==> src/rtl/bshift_pkg.sv <==
package bshift_pkg;
  localparam logic [1:0] ADDR_DATA = 2'd0;
  localparam logic [1:0] ADDR_CTRL = 2'd1;
  localparam logic [1:0] ADDR_STAT = 2'd2;
  localparam logic [1:0] ADDR_ACK  = 2'd3;

  typedef struct packed {
    logic       ie;
    logic [1:0] rate;
    logic       master;
    logic       en;
  } ctrl_t;
endpackage

==> src/rtl/bshift_mclk.sv <==
module bshift_mclk #(
  parameter int DIV_W = 3
) (
  input  logic       clk,
  input  logic       rst_n,
  input  logic       run,
  input  logic [1:0] rate,
  output logic       sck,
  output logic       rise_ev,
  output logic       fall_ev
);
  logic [DIV_W-1:0] half;
  logic [DIV_W-1:0] cnt_q;
  logic             sck_q;
  logic             hit;

  always_comb begin
    case (rate)
      2'b00:   half = DIV_W'(1);
      2'b01:   half = DIV_W'(2);
      default: half = DIV_W'(4);
    endcase
  end

  assign hit     = run && (cnt_q >= half - DIV_W'(1));
  assign rise_ev = hit && !sck_q;
  assign fall_ev = hit && sck_q;
  assign sck     = sck_q;

  always_ff @(posedge clk) begin
    if (!rst_n || !run) begin
      cnt_q <= '0;
      sck_q <= 1'b0;
    end else if (hit) begin
      cnt_q <= '0;
      sck_q <= ~sck_q;
    end else begin
      cnt_q <= cnt_q + DIV_W'(1);
    end
  end

  a_r8_idle_low: assert property (@(posedge clk) disable iff (!rst_n)
    !run |=> !sck_q);
endmodule

==> src/rtl/bshift_sync.sv <==
module bshift_sync (
  input  logic clk,
  input  logic rst_n,
  input  logic async_in,
  output logic rise_ev,
  output logic fall_ev
);
  logic [2:0] pipe_q;

  always_ff @(posedge clk) begin
    if (!rst_n) pipe_q <= '0;
    else        pipe_q <= {pipe_q[1:0], async_in};
  end

  assign rise_ev = pipe_q[1] && !pipe_q[2];
  assign fall_ev = !pipe_q[1] && pipe_q[2];
endmodule

==> src/rtl/bshift_shreg.sv <==
module bshift_shreg #(
  parameter int DW = 8
) (
  input  logic          clk,
  input  logic          rst_n,
  input  logic          load,
  input  logic [DW-1:0] load_val,
  input  logic          restart,
  input  logic          samp_ev,
  input  logic          shift_ev,
  input  logic          ser_in,
  output logic [DW-1:0] data_q,
  output logic          last
);
  localparam int CW = $clog2(DW);
  logic [CW-1:0] cnt_q;
  logic          samp_q;

  always_ff @(posedge clk) begin
    if (!rst_n) begin
      data_q <= '0;
      samp_q <= 1'b0;
      cnt_q  <= '0;
    end else begin
      if (samp_ev) samp_q <= ser_in;
      if (load)          data_q <= load_val;
      else if (shift_ev) data_q <= {data_q[DW-2:0], samp_q};
      if (restart)       cnt_q <= '0;
      else if (shift_ev) cnt_q <= cnt_q + CW'(1);
    end
  end

  assign last = (cnt_q == CW'(DW - 1));
endmodule

==> src/rtl/bshift_port.sv <==
module bshift_port
  import bshift_pkg::*;
#(
  parameter int DW = 8
) (
  input  logic          clk,
  input  logic          rst_n,
  input  logic          bus_wr,
  input  logic [1:0]    bus_addr,
  input  logic [DW-1:0] bus_wdata,
  output logic [DW-1:0] bus_rdata,
  input  logic          ser_in,
  output logic          ser_out,
  input  logic          sck_in,
  output logic          sck_out,
  output logic          irq
);
  ctrl_t         ctrl_q;
  logic          busy_q, done_q;
  logic          wr_data, wr_ctrl, wr_stat, wr_ack;
  logic          abort_now, start, complete, last;
  logic          run_m, slave_on;
  logic          m_sck, m_rise, m_fall, s_rise, s_fall;
  logic          samp_ev, shift_ev;
  logic [DW-1:0] data_q;

  assign wr_data = bus_wr && (bus_addr == ADDR_DATA);
  assign wr_ctrl = bus_wr && (bus_addr == ADDR_CTRL);
  assign wr_stat = bus_wr && (bus_addr == ADDR_STAT);
  assign wr_ack  = bus_wr && (bus_addr == ADDR_ACK);

  assign abort_now = wr_stat && !bus_wdata[0];
  assign start     = wr_stat && bus_wdata[0] && !busy_q && ctrl_q.en;
  assign run_m     = busy_q && ctrl_q.en && ctrl_q.master;
  assign slave_on  = busy_q && ctrl_q.en && !ctrl_q.master;

  bshift_mclk u_mclk (
    .clk(clk), .rst_n(rst_n), .run(run_m), .rate(ctrl_q.rate),
    .sck(m_sck), .rise_ev(m_rise), .fall_ev(m_fall)
  );

  bshift_sync u_sync (
    .clk(clk), .rst_n(rst_n), .async_in(sck_in),
    .rise_ev(s_rise), .fall_ev(s_fall)
  );

  assign samp_ev  = m_rise || (slave_on && s_rise);
  assign shift_ev = (m_fall || (slave_on && s_fall)) && !abort_now;
  assign complete = shift_ev && last;

  bshift_shreg #(.DW(DW)) u_shreg (
    .clk(clk), .rst_n(rst_n), .load(wr_data), .load_val(bus_wdata),
    .restart(start), .samp_ev(samp_ev), .shift_ev(shift_ev),
    .ser_in(ser_in), .data_q(data_q), .last(last)
  );

  always_ff @(posedge clk) begin
    if (!rst_n) begin
      ctrl_q <= '0;
      busy_q <= 1'b0;
      done_q <= 1'b0;
    end else begin
      if (wr_ctrl) ctrl_q <= ctrl_t'(bus_wdata[4:0]);
      if (!ctrl_q.en)    busy_q <= 1'b0;
      else if (wr_stat)  busy_q <= bus_wdata[0];
      else if (complete) busy_q <= 1'b0;
      if (complete)    done_q <= 1'b1;
      else if (wr_ack) done_q <= 1'b0;
    end
  end

  always_comb begin
    bus_rdata = '0;
    case (bus_addr)
      ADDR_DATA: bus_rdata = data_q;
      ADDR_CTRL: bus_rdata[4:0] = ctrl_q;
      ADDR_STAT: bus_rdata[1:0] = {done_q, busy_q};
      default:   bus_rdata = '0;
    endcase
  end

  assign ser_out = ctrl_q.en && data_q[DW-1];
  assign sck_out = ctrl_q.en && ctrl_q.master && m_sck;
  assign irq     = done_q && ctrl_q.ie;

  a_r5_autoclear: assert property (@(posedge clk) disable iff (!rst_n)
    (complete && !wr_stat) |=> !busy_q);
  a_r2_disabled_hold: assert property (@(posedge clk) disable iff (!rst_n)
    (!ctrl_q.en && !wr_data) |=> $stable(data_q));
  a_r6_abort_no_done: assert property (@(posedge clk) disable iff (!rst_n)
    (abort_now && !done_q) |=> !done_q);
  a_r9_done_wins: assert property (@(posedge clk) disable iff (!rst_n)
    complete |=> done_q);
  a_r3_slave_quiet: assert property (@(posedge clk) disable iff (!rst_n)
    !ctrl_q.master |=> !sck_out || ctrl_q.master);
endmodule

==> config.mk <==
export PLATFORM = sky130hd
export DESIGN_NAME = bshift_port
export DESIGN_NICKNAME = d
export VERILOG_FILES = /design/src/rtl/bshift_pkg.sv /design/src/rtl/bshift_mclk.sv /design/src/rtl/bshift_sync.sv /design/src/rtl/bshift_shreg.sv /design/src/rtl/bshift_port.sv
export SDC_FILE = /design/constraint.sdc
export NUM_CORES = 1
export LEC_CHECK = 0
export ABC_AREA = 1
export BUFFER_PORTS_ARGS = -buffer_cell sky130_fd_sc_hd__buf_2
export CORE_MARGIN = 3
export CORE_UTILIZATION = 49
export DETAILED_ROUTE_END_ITERATION = 12
export MAX_ROUTING_LAYER = met4
export PLACE_DENSITY = 0.76
export SYNTH_ARGS = -nofsm -noshare
export SYNTH_HDL_FRONTEND = slang
export SYNTH_HIERARCHICAL = 1
export SYNTH_SLANG_ARGS = --single-unit
==> constraint.sdc <==
create_clock -name clk -period 2.2 [get_ports clk]
set_input_delay 0.11 -clock clk [delete_from_list [all_inputs] [get_ports clk]]
set_output_delay 0.11 -clock clk [all_outputs]
set_load 0.05 [all_outputs]
==> parameters.txt, run 1 <==
Parameter                              Value

Outcome
  Result of the run ... complete, but fails checks
  Failing checks ... setup timing

Yosys
  Area share of xor/xnor cells in the synthesized design ... 1.21%
  Post-synth top flop ... dfxtp_1
  Post-synthesis register bit count ... 26
  Area fraction of the dominant cell type after synthesis ... 35.9%
  Area fraction in compound gates after synthesis ... 10.5%
  Dominant combinational cell family by area after synthesis ... simple AND/OR/NAND/NOR gates
  Mean instance size in the synthesized netlist ... 6.97 um2
  Mux share of post-synthesis cell area ... 0%
  Fraction of registers with async set or reset after synthesis ... 0%
  Most frequent cell after synthesis ... nand2_1
  Warnings from Yosys ... 6
  Most used standard cells in the synthesized netlist ... nand2_1 (54), inv_1 (37), dfxtp_1 (26)
  Synthesized instance count ... 208
  Synthesized-area fraction occupied by and/or/nand/nor cells ... 32.2%
  Leading post-synthesis cells by cell area ... dfxtp_1 (36%), nand2_1 (14%), inv_1 (9.6%), ha_1 (6.9%), nand3_1 (6.9%)
  Sequential fraction of the synthesis area ... 35.9%
  Syn Std Cell Area ... 0.00145 mm2
  Library cell with the largest summed area after synthesis ... dfxtp_1
  EDFF count, synth ... 0
  Post-synthesis adder-cell area fraction ... 6.91%
  Distinct cell type count of the synthesized netlist ... 30
  Syn Nets ... 231

CTS
  Clock insertion delay at the later pin of the skew report ... 0.31 ns
  Maximum root-to-sink buffer count ... 2
  Number of H-tree branching levels ... 1
  Clock Pin Slew Worst Setup and Hold Paths ... 0.13 ns
  CTS tree ... yes
  CTS Root Buffer Type ... clkbuf_4
  Clock buffers created by TritonCTS ... 3
  Clk sinks ... 26

Floorplan
  Overall die height ... 60.4 um
  Std-Cell Core Area ... 0.00278 mm2
  Starting utilization of the core area ... 52.1%
  Overall die width ... 60.4 um
  Area of the die ... 0.00365 mm2
  Number of rows created at floorplan ... 19
  Top-level port count ... 26

STA
  Final Hold Vio Count ... 0
  Setup total negative slack ... -1.24 ns
  Final critical-path setup slack ... -0.152 ns
  Setup repair after global routing missed its margin ... yes
  Achievable clock frequency ... 425 MHz
  Fin Clk Skew ... 0.00813 ns
  Tightest Pin Transition ... 0.396 ns
  Final Critical Period ... 2.35 ns
  Final Cycle Share ... 107%
  Max-slew violations ... 0
  Setup Viol. Count Final ... 11
  Max-slew headroom at the worst pin ... 73.5%

Routing
  Detailed-route wire length per cell ... 11.0 um
  Iter 0 DRT Violations ... 49
  Drt total wl ... 2970 um
  DRC ... 0
  DR vias ... 1,333
  Routed via count divided by cell count ... 4.94
  First drt pass iteration count ... 5
  ANT nets after route ... 0

Placement
  Final weighted congestion of routability-driven global placement ... 0.782
  Final HPWL from detailed placement ... 2220 um
  Port-buffer cells ... 25

Power and ir drop
  Total chip power ... 0.823 mW
  Leak ... 0.870 nW
  Worst VDD drop ... 351 uV
  Pwr per Cell Area ... 483 mW/mm2

GRT
  Global-route wire length before repair ... 4950 um
  Gr usage total ... 18.5%
  Met2 usage ... 27.8%
  Number of antenna violations at the first check in global routing ... 0
  Largest net degree at the start of global routing ... 21
  Met1 track demand over resource in global routing ... 25.6%
  Met3 GRT Util ... 1.91%
  GR peak layer ... met2
  Vias in the first global route ... 1,141
  Global route total overflow ... 0

Min path
  Number of stages on the worst hold path ... 3
  Worst min-delay path category ... in -> reg
  Hold-critical path endpoint ... u_shreg/samp_q
  Startpoint of the lowest-slack hold path ... ser_in

Layout
  Ant diodes ... 0
  Net count of the finished layout ... 264
  Layout-stage area growth over the synthesis result ... 17.4%
  Share of layout cells above drive strength 1 ... 25.5%
  Fillers ... 276
  Multi-input logic area ... 791 um2
  Storage cell area ... 523 um2
  Layout Utilization ... 61.2%

Setup path
  Number of cells on the worst reg-to-reg path ... 16
  Cells along the critical path ... or2_4 -> ha_4 -> xnor2_2 -> ha_1 -> nand2_1 -> inv_1 -> nand2_1 -> nand2_1 -> nand2_2 -> nor2_2 -> inv_1 -> nand2_2 -> and2_4 -> inv_2 -> or2_0 -> a21oi_1
  Most common cell type on the critical path ... nand2_1
  Largest stage delay on the critical path ... 0.35 ns
  Worst reg2reg path startpoint ... ctrl_q[2]
  Startpoint types ... flop
  Cell family contributing the most delay on the critical path ... simple AND/OR/NAND/NOR gates
  Signal arrival time at the worst endpoint ... 2.61 ns
  Data required time at the worst endpoint ... 2.46 ns
  Worst Path Max Fanout ... 6
  FF-to-FF setup slack ... -0.15 ns
  Worst setup path category ... reg -> reg
  Number of buffer and inverter instances along the worst setup path ... 3
  Reg-to-Reg End ... u_shreg/cnt_q[0]
  Number of cells on the critical path ... 16
  Critical-path top delay cell ... dfxtp_2
  Endpoint class of the critical path ... flop

Job
  Maximum Capacitance Violations ... 0
-- cell families after synthesis --
group           after synthesis
xor+xnor                      2
fa+ha+maj                     8
buf+inv                      45
flops                        26
compound gates               25
simple gates                102
-- where the power goes --
group	switching, mW	total, mW	internal, mW
Sequential	0.00926	0.493	0.483
Combinational	0.0835	0.135	0.0519
Clock	0.130	0.194	0.0640
Total	0.223	0.823	0.599
-- how the worst max path moves through the flow --
stage	slack, ns	start	end
finish	-0.15	ctrl_q[2]	u_shreg/cnt_q[0]
global route	-0.34	ctrl_q[2]	u_shreg/cnt_q[0]
CTS	-0.15	ctrl_q[3]	u_shreg/cnt_q[0]
detailed placement	-0.17	ctrl_q[3]	u_shreg/cnt_q[0]
global placement	-0.08	ctrl_q[3]	u_shreg/cnt_q[0]
floorplan	0.03	ctrl_q[3]	u_shreg/data_q[3]
-- per-stage QoR --
step           instance area, um2  hold slack, ns  setup slack, ns  instances
6_report                     1700          0.0227           -0.152        270
5_1_grt                      1700          0.0270           -0.336        270
4_1_cts                      1660          0.0143           -0.155        269
3_5_place_dp                 1610           0.298           -0.169        263
3_3_place_gp                 1610           0.295          -0.0821        263
2_1_floorplan                1460           0.203           0.0289        208
-- registers in the layout (all words and copies together) (netlist names) --
| name | flops |
|---|---|
| u_mclk/cnt_q | 3 |
| done_q | 1 |
| u_shreg/data_q | 8 |
| busy_q | 1 |
| u_mclk/sck | 1 |
| ctrl_q | 5 |
| u_shreg/samp_q | 1 |
| u_sync/pipe_q | 3 |
| u_shreg/cnt_q | 3 |
-- layout by cell type, fill, tap and decap left out, drive strengths merged --
master	count
nand2	57
inv	41
buf	30
dfxtp	26
nand3	20
nor2	16
a21oi	12
o21ai	9
ha	8
nand4	3
clkbuf	3
or2	3
o211ai	2
and2	2
xnor2	2
nor3	1
a41o	1
and3	1
a21boi	1
dlygate4sd3	1
-- worst min-delay path: cells and delay by family --
kind                   cells  cell delay, ns
buffers and inverters      2            0.14
AO/OA/AOI/OAI              1            0.05
-- routing by layer --
metal	part of all wire [%]	vias up
met5	0	-
met4	0.71	0
met3	6.2	2
met2	46	45
met1	48	573
li1	-	713
-- layout make-up --
cell class	count	area share, %
Multi-Input combinational cell	138	46.5
Tap cell	31	2.28
Clock buffer	3	1.32
Timing Repair Buffer	31	10.1
Inverter	41	9.04
Sequential cell	26	30.7
-- repair_timing --
| action | in CTS | in global routing |
|---|---|---|
| gates cloned | 1 | 0 |
| endpoints found under the setup margin | 12 | 14 |
| hold endpoints to repair | 1 | 0 |
| hold buffers | 1 | 0 |
| resized for setup | 2 | 7 |
| pin swaps | 1 | 9 |
| setup buffers | 1 | 1 |
Power figures use the tool's default switching activity.
==> run 2, diff against run 1 <==
GPL_TIMING_DRIVEN = 1   (was default)
SLEW_MARGIN = 30   (was default)
SYNTH_HIERARCHICAL = default   (was 1)
==> parameters.txt, run 2 <==
Parameter                              Value

Outcome
  Result of the run ... completed (was complete, but fails checks)

Layout
  Leading cell type in the layout, fill and taps excluded ... nand2_1 (unchanged)
  Final cell area excluding filler cells ... 0.00167 mm2 (was 0.00170 mm2)
  Share of layout cells above drive strength 1 ... 20.3% (was 25.5%)
  Largest registers ranked by flip-flop count ... u_shreg.data_q x8, ctrl_q x5 (was u_shreg/data_q x8, ctrl_q x5)
  Ant diodes ... 0 (unchanged)
  Layout-stage area growth over the synthesis result ... 13.7% (was 17.4%)
  Register with the highest flop count ... u_shreg.data_q (was u_shreg/data_q)
  Number of standard cells in the layout, taps in and fillers out ... 277 (was 270)
  Net count of the finished layout ... 271 (was 264)
  Layout Utilization ... 59.7% (was 61.2%)
  Number of flip-flops in the largest register ... 8 (unchanged)
  Commonest cells after routing, fill and taps aside ... nand2_1 (61), inv_1 (34), dfxtp_1 (26) (was nand2_1 (52), inv_1 (37), buf_2 (25))

Routing
  First drt pass iteration count ... 4 (was 5)
  ANT nets after route ... 0 (unchanged)
  DR vias ... 1,324 (was 1,333)
  Detailed-route wire length per cell ... 10.4 um (was 11.0 um)
  Iter 0 DRT Violations ... 32 (was 49)
  Drt total wl ... 2890 um (was 2970 um)
  Routed via count divided by cell count ... 4.78 (was 4.94)
  DRC ... 0 (unchanged)

Yosys
  Area share of xor/xnor cells in the synthesized design ... 1.19% (was 1.21%)
  Post-synthesis register bit count ... 26 (unchanged)
  Syn Std Cell Area ... 0.00147 mm2 (was 0.00145 mm2)
  Mean instance size in the synthesized netlist ... 6.79 um2 (was 6.97 um2)
  Library cell with the largest summed area after synthesis ... dfxtp_1 (unchanged)
  Mux share of post-synthesis cell area ... 0% (unchanged)
  Most used standard cells in the synthesized netlist ... nand2_1 (63), inv_1 (36), dfxtp_1 (26) (was nand2_1 (54), inv_1 (37), dfxtp_1 (26))
  Synthesized-area fraction occupied by and/or/nand/nor cells ... 35.3% (was 32.2%)
  EDFF count, synth ... 0 (unchanged)
  Synthesized instance count ... 217 (was 208)
  Sequential fraction of the synthesis area ... 35.3% (was 35.9%)
  Dominant combinational cell family by area after synthesis ... simple AND/OR/NAND/NOR gates (unchanged)
  Warnings from Yosys ... 0 (was 6)
  Most frequent cell after synthesis ... nand2_1 (unchanged)
  Post-synthesis adder-cell area fraction ... 6.80% (was 6.91%)
  Leading post-synthesis cells by cell area ... dfxtp_1 (35%), nand2_1 (16%), inv_1 (9.2%), ha_1 (6.8%), nor2_1 (6.1%) (was dfxtp_1 (36%), nand2_1 (14%), inv_1 (9.6%), ha_1 (6.9%), nand3_1 (6.9%))
  Distinct cell type count of the synthesized netlist ... 23 (was 30)
  Syn Nets ... 240 (was 231)
  Area fraction of the dominant cell type after synthesis ... 35.3% (was 35.9%)
  Post-synth top flop ... dfxtp_1 (unchanged)
  Fraction of registers with async set or reset after synthesis ... 0% (unchanged)
  Area fraction in compound gates after synthesis ... 9.86% (was 10.5%)

CTS
  Clock Pin Slew Worst Setup and Hold Paths ... 0.13 ns (about the same)
  Clock buffers created by TritonCTS ... 3 (unchanged)
  CTS tree ... yes (unchanged)
  CTS Root Buffer Type ... clkbuf_4 (unchanged)
  Clk sinks ... 26 (unchanged)
  Maximum root-to-sink buffer count ... 2 (unchanged)
  Number of H-tree branching levels ... 1 (unchanged)
  Clock insertion delay at the later pin of the skew report ... 0.31 ns (about the same)

Setup path
  Worst setup path category ... reg -> reg (unchanged)
  Signal arrival time at the worst endpoint ... 2.22 ns (was 2.61 ns)
  Data required time at the worst endpoint ... 2.43 ns (was 2.46 ns)
  Critical-path top delay cell ... dfxtp_1 (was dfxtp_2)
  Endpoint class of the critical path ... flop (unchanged)
  Most common cell type on the critical path ... nand2_1 (unchanged)
  Worst Path Max Fanout ... 10 (was 6)
  Largest stage delay on the critical path ... 0.35 ns (about the same)
  Cells along the critical path ... inv_2 -> nand2_2 -> ha_1 -> xnor2_1 -> ha_1 -> nand2_1 -> inv_1 -> nand2_1 -> nand2_1 -> nand3_2 -> nand2_4 -> nand2_4 -> nand2_4 -> nand2_1 -> nand2_1 -> nor2_2 (was or2_4 -> ha_4 -> xnor2_2 -> ha_1 -> nand2_1 -> inv_1 -> nand2_1 -> nand2_1 -> nand2_2 -> nor2_2 -> inv_1 -> nand2_2 -> and2_4 -> inv_2 -> or2_0 -> a21oi_1)
  Startpoint types ... flop (unchanged)

GRT
  Number of antenna violations at the first check in global routing ... 0 (unchanged)
  Global-route wire length before repair ... 4570 um (was 4950 um)
  Largest net degree at the start of global routing ... 21 (unchanged)
  Gr usage total ... 17.1% (was 18.5%)
  Vias in the first global route ... 1,079 (was 1,141)
  Global route total overflow ... 0 (unchanged)

Min path
  Worst min-delay path category ... in -> reg (unchanged)

Floorplan
  Std-Cell Core Area ... 0.00281 mm2 (was 0.00278 mm2)
  Overall die height ... 60.8 um (was 60.4 um)
  Area of the die ... 0.00370 mm2 (was 0.00365 mm2)
  Top-level port count ... 26 (unchanged)
  Starting utilization of the core area ... 52.5% (was 52.1%)
  Overall die width ... 60.8 um (was 60.4 um)
  Number of rows created at floorplan ... 19 (unchanged)

STA
  Final Critical Period ... 1.99 ns (was 2.35 ns)
  Setup total negative slack ... 0 ns (was -1.24 ns)
  Achievable clock frequency ... 502 MHz (was 425 MHz)
  Setup repair after global routing missed its margin ... no (was yes)
  Max-slew violations ... 0 (unchanged)
  Final Hold Vio Count ... 0 (unchanged)
  Max-slew headroom at the worst pin ... 75.6% (was 73.5%)
  Setup Viol. Count Final ... 0 (was 11)
  Final Cycle Share ... 90.6% (was 107%)
  Tightest Pin Transition ... 0.365 ns (was 0.396 ns)
  Fin Clk Skew ... 0.00406 ns (was 0.00813 ns)

Job
  Maximum Capacitance Violations ... 0 (unchanged)

Placement
  Port-buffer cells ... 25 (unchanged)
  Placed inst area ... 0.00162 mm2 (was 0.00161 mm2)
  Final weighted congestion of routability-driven global placement ... 0.901 (was 0.782)
  Number of cells after detailed placement ... 271 (was 263)
  Final HPWL from detailed placement ... 2240 um (was 2220 um)

Power and ir drop
  Leak ... 0.851 nW (was 0.870 nW)
  Pwr per Cell Area ... 500 mW/mm2 (was 483 mW/mm2)
  Worst VDD drop ... 456 uV (was 351 uV)
-- run 2: metal layers --
layer,wire [um],part of all wire [%],up-vias,track usage [%]
li1,-,-,729,-
met1,1390,48,568,21.9
met2,1340,46,25,25.8
met3,134,4.6,2,5.32
met4,21,0.73,0,4.64
met5,0,0,-,-
-- run 2: where the power goes --
part	total (mW)	internal, mW	switching (mW)
registers	0.493	0.485	0.00805
clock network	0.195	0.0641	0.131
logic	0.149	0.0537	0.0948
total	0.837	0.602	0.234
-- run 2: path summary, 6_finish.rpt --
kind | endpoint | cells after the start | slack (ns) | from
setup / recovery | u_shreg.data_q[0] | 16 | 0.21 | ctrl_q[2]
hold / removal | u_shreg.samp_q | 3 | 0.03 | ser_in
setup reg to reg | u_shreg.data_q[0] | 16 | 0.21 | ctrl_q[2]
hold reg to reg | u_sync.pipe_q[2] | 2 | 0.46 | u_sync.pipe_q[1]
-- run 2: cell type report --
| cell class | count | area [um2] |
|---|---|---|
| Fill cell | 287 | 1130 |
| Multi-Input combinational cell | 151 | 798 |
| Sequential cell | 26 | 520 |
| Inverter | 39 | 151 |
| Timing Repair Buffer | 27 | 143 |
| Tap cell | 31 | 38.8 |
| Clock buffer | 3 | 22.5 |
-- run 2: cells by family after synthesis --
kind of cell    count (synthesis)
simple gates                  113
fa+ha+maj                       8
xor+xnor                        2
flops                          26
compound gates                 27
buf+inv                        41
-- run 2: metrics by stage --
stage	setup slack [ns]	power, mW	hold WS (ns)
5_1_grt	0.00604	0.884	0.0287
6_report	0.207	0.837	0.0311
4_1_cts	0.140	0.837	0.0261
3_5_place_dp	0.158	0.642	0.296
2_1_floorplan	0.335	0.605	0.208
3_3_place_gp	0.234	0.640	0.295
-- run 2: critical path: cells and delay by family, from the launching register on --
family        cells  cell delay, ns
fa+ha+maj         2            0.49
buf+inv           2            0.11
xor+xnor          1            0.12
simple gates     11            0.83
flops             1            0.35
-- run 2: what timing repair did --
item                                    in CTS  in global routing
hold buffers                                 1                  0
hold endpoints to repair                     1                  0
buffers inserted                             0                  1
resized for setup                            0                  5
endpoints found under the setup margin       0                 11
